`config.mk`:
```
export PLATFORM = sky130hd
export DESIGN_NAME = kbd_frame_rx
export DESIGN_NICKNAME = d
export VERILOG_FILES = /design/src/rtl/kbd_rx_pkg.sv /design/src/rtl/kbd_line_sync.sv /design/src/rtl/kbd_frame_fsm.sv /design/src/rtl/kbd_event_track.sv /design/src/rtl/kbd_frame_rx.sv
export SDC_FILE = /design/constraint.sdc
export NUM_CORES = 1
export LEC_CHECK = 0
export CELL_PAD_IN_SITES_DETAIL_PLACEMENT = 0
export CELL_PAD_IN_SITES_GLOBAL_PLACEMENT = 1
export CORE_MARGIN = 2
export CORE_UTILIZATION = 46
export DETAILED_ROUTE_END_ITERATION = 8
export GPL_TIMING_DRIVEN = 0
export PLACE_DENSITY_LB_ADDON = 0.2
export SETUP_SLACK_MARGIN = 0.02
export SYNTH_ARGS = -nofsm -noshare
export SYNTH_HDL_FRONTEND = slang
export SYNTH_SLANG_ARGS = --single-unit
```
`constraint.sdc`:
```
create_clock -name clk -period 2.3 [get_ports clk]
set_clock_uncertainty 0.05 [all_clocks]
set_input_delay 0.575 -clock clk [delete_from_list [all_inputs] [get_ports clk]]
set_output_delay 0.575 -clock clk [all_outputs]
set_load 0.005 [all_outputs]
```
`src/rtl/kbd_rx_pkg.sv`:
```
package kbd_rx_pkg;
  localparam int FRAME_BITS = 11;
  localparam int CNT_W = $clog2(FRAME_BITS);
  localparam logic [7:0] BREAK_PREFIX = 8'hF0;

  // Result of one completed frame, valid for one cycle when done is set.
  typedef struct packed {
    logic       done;
    logic       ok;
    logic [7:0] data;
  } frame_result_t;
endpackage

```
`src/rtl/kbd_line_sync.sv`:
```
module kbd_line_sync #(
  parameter int STAGES = 2
) (
  input  logic clk,
  input  logic rst_n,
  input  logic kclk_async_i,
  input  logic kdat_async_i,
  output logic kdat_o,
  output logic kclk_fall_o
);
  localparam int LINES = 2;

  logic [LINES-1:0] stage_q [STAGES];
  logic             kclk_prev_q;

  generate
    for (genvar s = 0; s < STAGES; s++) begin : g_stage
      if (s == 0) begin : g_first
        always_ff @(posedge clk or negedge rst_n) begin
          if (!rst_n) stage_q[s] <= '1;
          else        stage_q[s] <= {kdat_async_i, kclk_async_i};
        end
      end else begin : g_next
        always_ff @(posedge clk or negedge rst_n) begin
          if (!rst_n) stage_q[s] <= '1;
          else        stage_q[s] <= stage_q[s-1];
        end
      end
    end
  endgenerate

  always_ff @(posedge clk or negedge rst_n) begin
    if (!rst_n) kclk_prev_q <= 1'b1;
    else        kclk_prev_q <= stage_q[STAGES-1][0];
  end

  assign kdat_o      = stage_q[STAGES-1][1];
  assign kclk_fall_o = kclk_prev_q & ~stage_q[STAGES-1][0];

  // A detected falling edge cannot repeat in the next cycle.
  assert_fall_single_R2: assert property (@(posedge clk) disable iff (!rst_n)
    kclk_fall_o |=> !kclk_fall_o);
endmodule

```
`src/rtl/kbd_frame_fsm.sv`:
```
module kbd_frame_fsm
  import kbd_rx_pkg::*;
#(
  parameter int IDLE_LIMIT = 200000
) (
  input  logic          clk,
  input  logic          rst_n,
  input  logic          kdat_i,
  input  logic          kclk_fall_i,
  output frame_result_t result_o
);
  localparam int IDLE_W = $clog2(IDLE_LIMIT + 1);
  localparam logic [CNT_W-1:0] LAST_BIT = CNT_W'(FRAME_BITS - 1);
  localparam logic [IDLE_W-1:0] IDLE_MAX = IDLE_W'(IDLE_LIMIT);

  logic [CNT_W-1:0]      bit_cnt_q, bit_cnt_d;
  logic [FRAME_BITS-2:0] shift_q, shift_d;
  logic [IDLE_W-1:0]     idle_q, idle_d;
  frame_result_t         res_q, res_d;

  logic [FRAME_BITS-1:0] frame_w;
  logic                  start_ok, stop_ok, parity_ok;

  assign frame_w   = {kdat_i, shift_q};
  assign start_ok  = ~frame_w[0];
  assign stop_ok   = frame_w[FRAME_BITS-1];
  assign parity_ok = ^frame_w[9:1];

  always_comb begin
    bit_cnt_d = bit_cnt_q;
    shift_d   = shift_q;
    idle_d    = idle_q;
    res_d     = '{done: 1'b0, ok: res_q.ok, data: res_q.data};

    if (kclk_fall_i) begin
      idle_d = '0;
      if (bit_cnt_q == LAST_BIT) begin
        bit_cnt_d  = '0;
        res_d.done = 1'b1;
        res_d.ok   = start_ok & stop_ok & parity_ok;
        res_d.data = frame_w[8:1];
      end else begin
        bit_cnt_d = bit_cnt_q + CNT_W'(1);
        shift_d   = {kdat_i, shift_q[FRAME_BITS-2:1]};
      end
    end else if (bit_cnt_q == '0) begin
      idle_d = '0;
    end else if (idle_q == IDLE_MAX) begin
      bit_cnt_d = '0;
      idle_d    = '0;
    end else begin
      idle_d = idle_q + IDLE_W'(1);
    end
  end

  always_ff @(posedge clk or negedge rst_n) begin
    if (!rst_n) begin
      bit_cnt_q <= '0;
      shift_q   <= '0;
      idle_q    <= '0;
      res_q     <= '0;
    end else begin
      bit_cnt_q <= bit_cnt_d;
      shift_q   <= shift_d;
      idle_q    <= idle_d;
      res_q     <= res_d;
    end
  end

  assign result_o = res_q;

  assert_bitcnt_range_R2: assert property (@(posedge clk) disable iff (!rst_n)
    bit_cnt_q <= LAST_BIT);
  assert_done_single_R9: assert property (@(posedge clk) disable iff (!rst_n)
    res_q.done |=> !res_q.done);
  assert_idle_drop_R8: assert property (@(posedge clk) disable iff (!rst_n)
    (bit_cnt_q != '0 && idle_q == IDLE_MAX && !kclk_fall_i) |=> (bit_cnt_q == '0 && !res_q.done));
  assert_idle_bound_R8: assert property (@(posedge clk) disable iff (!rst_n)
    idle_q <= IDLE_MAX);
endmodule

```
`src/rtl/kbd_event_track.sv`:
```
module kbd_event_track
  import kbd_rx_pkg::*;
(
  input  logic          clk,
  input  logic          rst_n,
  input  frame_result_t result_i,
  output logic [7:0]    code_o,
  output logic          release_o,
  output logic          valid_o,
  output logic          err_o
);
  logic       brk_q, brk_d;
  logic [7:0] code_q, code_d;
  logic       rel_q, rel_d;
  logic       valid_q, valid_d;
  logic       err_q, err_d;

  always_comb begin
    brk_d   = brk_q;
    code_d  = code_q;
    rel_d   = rel_q;
    valid_d = 1'b0;
    err_d   = 1'b0;
    if (result_i.done) begin
      if (!result_i.ok) begin
        err_d = 1'b1;
        brk_d = 1'b0;
      end else if (result_i.data == BREAK_PREFIX) begin
        brk_d = 1'b1;
      end else begin
        valid_d = 1'b1;
        code_d  = result_i.data;
        rel_d   = brk_q;
        brk_d   = 1'b0;
      end
    end
  end

  always_ff @(posedge clk or negedge rst_n) begin
    if (!rst_n) begin
      brk_q   <= 1'b0;
      code_q  <= '0;
      rel_q   <= 1'b0;
      valid_q <= 1'b0;
      err_q   <= 1'b0;
    end else begin
      brk_q   <= brk_d;
      code_q  <= code_d;
      rel_q   <= rel_d;
      valid_q <= valid_d;
      err_q   <= err_d;
    end
  end

  assign code_o    = code_q;
  assign release_o = rel_q;
  assign valid_o   = valid_q;
  assign err_o     = err_q;

  assert_no_prefix_out_R4: assert property (@(posedge clk) disable iff (!rst_n)
    valid_o |-> code_o != BREAK_PREFIX);
  assert_exclusive_R9: assert property (@(posedge clk) disable iff (!rst_n)
    !(valid_o && err_o));
  assert_valid_single_R9: assert property (@(posedge clk) disable iff (!rst_n)
    valid_o |=> !valid_o);
  assert_err_single_R9: assert property (@(posedge clk) disable iff (!rst_n)
    err_o |=> !err_o);
  assert_err_drops_prefix_R7: assert property (@(posedge clk) disable iff (!rst_n)
    err_o |-> !brk_q);
  assert_hold_code_R10: assert property (@(posedge clk) disable iff (!rst_n)
    !valid_o |=> (valid_o || $stable(code_o)));
endmodule

```
`src/rtl/kbd_frame_rx.sv`:
```
module kbd_frame_rx
  import kbd_rx_pkg::*;
#(
  parameter int SYNC_STAGES = 2,
  parameter int IDLE_LIMIT  = 200000
) (
  input  logic       clk,
  input  logic       rst_n,
  input  logic       kbd_clk_i,
  input  logic       kbd_data_i,
  output logic [7:0] key_code_o,
  output logic       key_release_o,
  output logic       key_valid_o,
  output logic       frame_err_o
);
  logic [1:0]    rst_sync_q;
  logic          rst_int_n;
  logic          kdat_s;
  logic          kclk_fall;
  frame_result_t frame_res;

  // Reset asserts at once and releases on a clock edge.
  always_ff @(posedge clk or negedge rst_n) begin
    if (!rst_n) rst_sync_q <= '0;
    else        rst_sync_q <= {rst_sync_q[0], 1'b1};
  end
  assign rst_int_n = rst_sync_q[1];

  kbd_line_sync #(.STAGES(SYNC_STAGES)) sync_i (
    .clk          (clk),
    .rst_n        (rst_int_n),
    .kclk_async_i (kbd_clk_i),
    .kdat_async_i (kbd_data_i),
    .kdat_o       (kdat_s),
    .kclk_fall_o  (kclk_fall)
  );

  kbd_frame_fsm #(.IDLE_LIMIT(IDLE_LIMIT)) fsm_i (
    .clk         (clk),
    .rst_n       (rst_int_n),
    .kdat_i      (kdat_s),
    .kclk_fall_i (kclk_fall),
    .result_o    (frame_res)
  );

  kbd_event_track track_i (
    .clk       (clk),
    .rst_n     (rst_int_n),
    .result_i  (frame_res),
    .code_o    (key_code_o),
    .release_o (key_release_o),
    .valid_o   (key_valid_o),
    .err_o     (frame_err_o)
  );
endmodule

```
After elaboration in Yosys (flattened, before gate mapping):

Index checks and enable logic that the tools add are counted.

* input bits: 4
* word-level logic and storage cells: 51
* bits in registers: 61
* output and inout port bits: 11

* add/sub/neg operators: 2
* mux-type cells: 16
* reduce and logical (&&, ||, !) cells: 7
* bitwise gates (word level): 7
* eq/ne operators: 4

Operator list (number)
* $mux W18: 3
* $mux W10: 2
* $add A18 B1 Y18 const B: 1
* $eq A18 B18 Y1 const B: 1
* $mux W4: 4
* $reduce_xor A9 Y1: 1
* $eq A8 B8 Y1 const B: 1
* $mux W1: 7
* $reduce_and A2 Y1: 3
* $add A4 B1 Y4 const B: 1
* $eq A4 B4 Y1 const B: 1
* $logic_not A4 Y1: 1
* $not A1 Y1: 4
* $and A1 B1 Y1: 3
* $reduce_and A3 Y1: 1
* $ne A2 B1 Y1 const B: 1
* $reduce_bool A2 Y1: 1

Depth between registers and ports, before layout:

* word-level depth: 5
* gate-level depth with buffers: 8
* depth with buffers taken out: 6

Hierarchy:

A second synthesis with hierarchy kept.

* cells, all modules: 215
* area, all modules: 2646.3 sq um

Modules (own cells, without submodules)
* kbd_frame_fsm: times used 1, area an instance 1971.9 sq um, cells each 177, seq. area each 1051.0 sq um
* kbd_event_track: times used 1, area an instance 475.5 sq um, cells each 29, seq. area each 300.3 sq um
* kbd_line_sync: times used 1, area an instance 145.1 sq um, cells each 6, seq. area each 131.4 sq um
* kbd_frame_rx: times used 1, area an instance 53.8 sq um, cells each 3, seq. area each 50.0 sq um

Least setup slack after synthesis:

Ideal clock, no wire load.

* kind: reg2reg
* from: register fsm_i.idle_q[13]
* to: register fsm_i.idle_q[13]
* data arrival time: 1627 ps
* path buffers: 2
* setup time: 119 ps
* required time: 2131 ps
* period minus slack after synthesis: 1796 ps
* stages on the path, launching flop included: 7
* path slack: 504 ps
* cell sequence: dfrtp_1 > or4b_4 > nor4b_4 > a21bo_1 > buf_6 > buf_12 > nor2_1

* cells in the longest elaborated chain, start to end: 4
* elaborated cells on any way between the ends: 5
* classes of those cells: add/sub (1); eq/ne (1); mux (3)

Ends and longest elaborated chain
* from (decl): line kbd_frame_fsm.sv:18 `logic [IDLE_W-1:0] idle_q, idle_d;`
* from (signal assigned): line kbd_frame_fsm.sv:65 `idle_q <= idle_d;`
* $add A18 B1 Y18 or $eq A18 B18 Y1 (tied branches): line kbd_frame_fsm.sv:52, kbd_frame_fsm.sv:48
* $mux W18 (*): line kbd_frame_fsm.sv:48 `end else if (idle_q == IDLE_MAX) begin`
* $mux W18 (*): line kbd_frame_fsm.sv:46 `end else if (bit_cnt_q == '0) begin`
* $mux W18 (*): line kbd_frame_fsm.sv:35 `if (kclk_fall_i) begin`
* named net fsm_i.idle_d[13]: line kbd_frame_fsm.sv:18

The timed path passes the listed nets; every way through them passes the cells marked *.
A chain may end at the register's enable or synchronous reset.

Worst setup path after layout:

* from: register fsm_i.idle_q[9]
* to: register fsm_i.bit_cnt_q[0]

* cells in the longest elaborated chain, start to end: 3

Ends and longest elaborated chain
* $eq A18 B18 Y1: line kbd_frame_fsm.sv:48
* $reduce_bool A2 Y1 (no line)
* $reduce_and A2 Y1 (no line)
* to (signal assigned): line kbd_frame_fsm.sv:63 `bit_cnt_q <= bit_cnt_d;`
* to (decl): line kbd_frame_fsm.sv:16 `logic [CNT_W-1:0] bit_cnt_q, bit_cnt_d;`

No other way between the ends.

==> reports/metrics.cfg <==
[sta]
drv_slew = 0
fin_crit_ns = 2.02
rsz0062_at_grt = false
setup_viol = 0
slew_headroom_pct = 63.6
finalHoldViolCount = 0
worstMarginPinSlew_ns = 0.547
fmax_mhz = 496
post-route-period-util_pct = 87.6
setup-tns-final_ns = 0

[worst_setup_path]
critical_path_class = register to register
worstPathRequired_ns = 2.46
r2r-start = fsm_i.idle_q[9]$_DFF_PN0_
r2r_cells = 4
crit_path_start = fsm_i.idle_q[9]$_DFF_PN0_
critPathMaxStageDelay_ns = 0.56
cp.arrival_ns = 2.18
crit_path_end = fsm_i.bit_cnt_q[0]$_DFFE_PN0P_
setup.worst_path.end_class = register
slowest_stage = or4b_4
crit_fanout = 3
worst_setup_path_start_kind = register
reg2reg_slack_ns = 0.28
r2r-end = fsm_i.bit_cnt_q[0]$_DFFE_PN0P_
critical_path.cell_chain = or4b_4, nor4b_4, a31oi_1, mux2_2

[final_layout]
num_antenna_cells = 0
drive_gt1_share_pct = 22.5
fill_cells = 484
layout.cells.non_filler = 312
area_growth_pct = 15.9
fin_nets = 244

[place]
dp_cells = 296
gp_congestion = 0.772
io_buffers = 14
dp_hpwl_um = 3190

[global_routing]
grt_pass1_vias = 1694
grt_use_total_pct = 16.4
grt_pass1_wl_um = 7940
grt_antenna_before_repair = 0
grt_max_degree = 42
grt.overflow.total = 0

[power_and_ir_drop]
combPwrFrac_pct = 22.8
powerDensity_nw_per_um2 = 967
ir_drop_uv = 507
power_leakage_nw = 1.40
power.internal_w = 0.00213
clockPowerShare_pct = 27.6
swShare_pct = 28.5
p_sw_w = 0.000848
seqPwrFrac_pct = 49.6

[synthesis]
synth_edf_count = 0
syn_area_um2 = 2650
syn_inst = 209
ys_seq_area_share_pct = 57.8
syn-mean-instance-area_um2 = 12.7
ys_seq_elements = 61
synth-async-reset-ratio_pct = 100
yosysUniqueCellTypes = 39
synthFlopType = dfrtp_1
synthTopCellsByArea = dfrtp_1 (53%), mux2_2 (12%), dfstp_2 (5.0%)
yosys_warnings = 0
syn-num-nets = 218
yosys.area.top_type = dfrtp_1
yosysTopAreaCellShare_pct = 52.8

[route]
avgViaCountPerCell = 5.28
ant_nets = 0
avgRoutedWirePerCell_um = 14.5
route.vias.total = 1648
drcViolationCount = 0
wirelength_um = 4510
first_iter_violations = 111
firstDrtPassIters = 4

[min_path]
hp-class = register to async pin

[die]
dieArea_um2 = 6390
die_width_um = 80.0
fp-row-count = 27
coreArea_um2 = 5540
die_h_um = 80.0
ios = 15
initial_core_util_pct = 47.9

[clocking]
numCtsBuffers = 9
postCtsSetupBuffers = 0
root_buffer = clkbuf_8
clk_path_buf_depth = 2
cts_tree = yes
cts_resized = 0
clk_pin_slew_ns = 0.06
htree_num_levels = 3
postCtsHoldBufs = 0
cts.sinks = 61
clk-insertion-delay-late_ns = 0.32

[run_status]
status = completed

[flow_run]
drv_cap = 0

## Yosys cell counts (2+ instances only)
| cell | count |
|---|---|
| mux2_2 | 28 |
| nand2_1 | 8 |
| or3_1 | 4 |
| and2_1 | 2 |
| xor2_1 | 10 |
| clkbuf_1 | 3 |
| ha_1 | 5 |
| and3_1 | 3 |
| a22o_1 | 2 |
| nand3_1 | 8 |
| xnor2_1 | 9 |
| and4_1 | 3 |
| inv_1 | 9 |
| nand4_1 | 7 |
| dfstp_2 | 5 |
| dfrtp_1 | 56 |
| o21ai_0 | 5 |
| nor2b_1 | 2 |
| nor2_1 | 15 |
| a21oi_1 | 5 |
| nand2b_1 | 2 |
## sequential cells by signal, indices dropped and copies added, names as in the netlist
register            flops
track_i.err_o           1
sync_i.kdat_o           1
sync_i.kclk_prev_q      1
fsm_i.bit_cnt_q         4
track_i.brk_q           1
fsm_i.result_o         10
fsm_i.shift_q          10
rst_sync_q              2
track_i.release_o       1
fsm_i.idle_q           18
track_i.code_o          8
sync_i.stage_q          3
track_i.valid_o         1
## final cells by class
class	instances	area (um^2)	area share [%]
Buffer	6	47.5	1.55
Clock inverter	1	5.00	0.163
Clock buffer	15	166	5.41
Sequential cell	61	1530	49.9
Inverter	9	33.8	1.10
Timing Repair Buffer	15	160	5.21
Tap cell	72	90.1	2.93
Multi-Input combinational cell	133	1040	33.8
## power groups by stage
stage | combinational [W] | clock (W) | sequential [W]
global placement | 0.000640 | 0 | 0.00148
detailed placement | 0.000677 | 0 | 0.00149
CTS | 0.000685 | 0.000853 | 0.00147
global route | 0.000751 | 0.000898 | 0.00151
floorplan | 0.000573 | 0 | 0.00143
finish | 0.000677 | 0.000821 | 0.00148
## layer usage
metal	wire length (um)	track usage [%]	part of all wire [%]	up-vias
met2	2040	23.9	45	29
met3	157	3.73	3.5	8
met1	2240	23.1	50	834
met5	0	0	0	-
met4	77	8.14	1.7	0
li1	-	-	-	777
## logic make-up after synthesis
kind of cell,Yosys count,synth area share (%)
XOR/XNOR,20,7.12
multiplexers,28,11.9
adder cells (fa/ha/maj),5,2.36
other,1,0.141
AO/OA/AOI/OAI,17,4.05
AND/OR/NAND/NOR,62,13.6
flip-flops,61,57.8
buffers and inverters,15,3.06
## cell usage in the layout (no fill, tap or decap), types with 3 or more instances in the layout
cell type,count
clkdlybuf4s50_1,14
mux2_2,28
and4_1,3
dfstp_2,5
dfrtp_1,55
xnor2_1,9
a21oi_1,5
and3_1,3
nor2_1,15
nand4_1,7
ha_1,5
inv_1,9
or3_1,4
o21ai_0,5
nand3_1,8
xor2_1,10
nand2_1,8
clkbuf_1,7
clkbuf_8,11
## per-stage QoR
stage | util (%) | area [um^2] | setup WS [ns] | hold slack, ns | total power [W]
2_1_floorplan | - | 2650 | 0.435 | 0.229 | 0.00200
3_3_place_gp | 52.1 | 2880 | -0.110 | 0.292 | 0.00212
3_5_place_dp | 52.4 | 2910 | 0.275 | 0.178 | 0.00217
4_1_cts | 55.5 | 3080 | 0.268 | 0.180 | 0.00301
5_1_grt | 55.5 | 3080 | 0.0952 | 0.211 | 0.00316
6_report | 55.5 | 3080 | 0.284 | 0.163 | 0.00297
## worst min-delay path by stage
| stage | endpoint | cells past startpoint | slack, ns |
|---|---|---|---|
| CTS | fsm_i.idle_q[3]$_DFF_PN0_ | 0 | 0.18 |
| detailed placement | fsm_i.idle_q[17]$_DFF_PN0_ | 0 | 0.18 |
| finish | fsm_i.idle_q[14]$_DFF_PN0_ | 0 | 0.16 |
| global placement | rst_sync_q[1]$_DFF_PN0_ | 0 | 0.29 |
| global route | fsm_i.idle_q[3]$_DFF_PN0_ | 0 | 0.21 |
| floorplan | rst_sync_q[0]$_DFF_PN0_ | 0 | 0.23 |
## worst max-delay path: cells and delay by family (launching register included)
kind | cells | cell delay, ns
muxes | 1 | 0.30
DFF | 1 | 0.41
AOI/OAI and AO/OA | 1 | 0.21
and+or+nand+nor | 2 | 0.93
No activity file was read; power rests on OpenSTA's default activity.
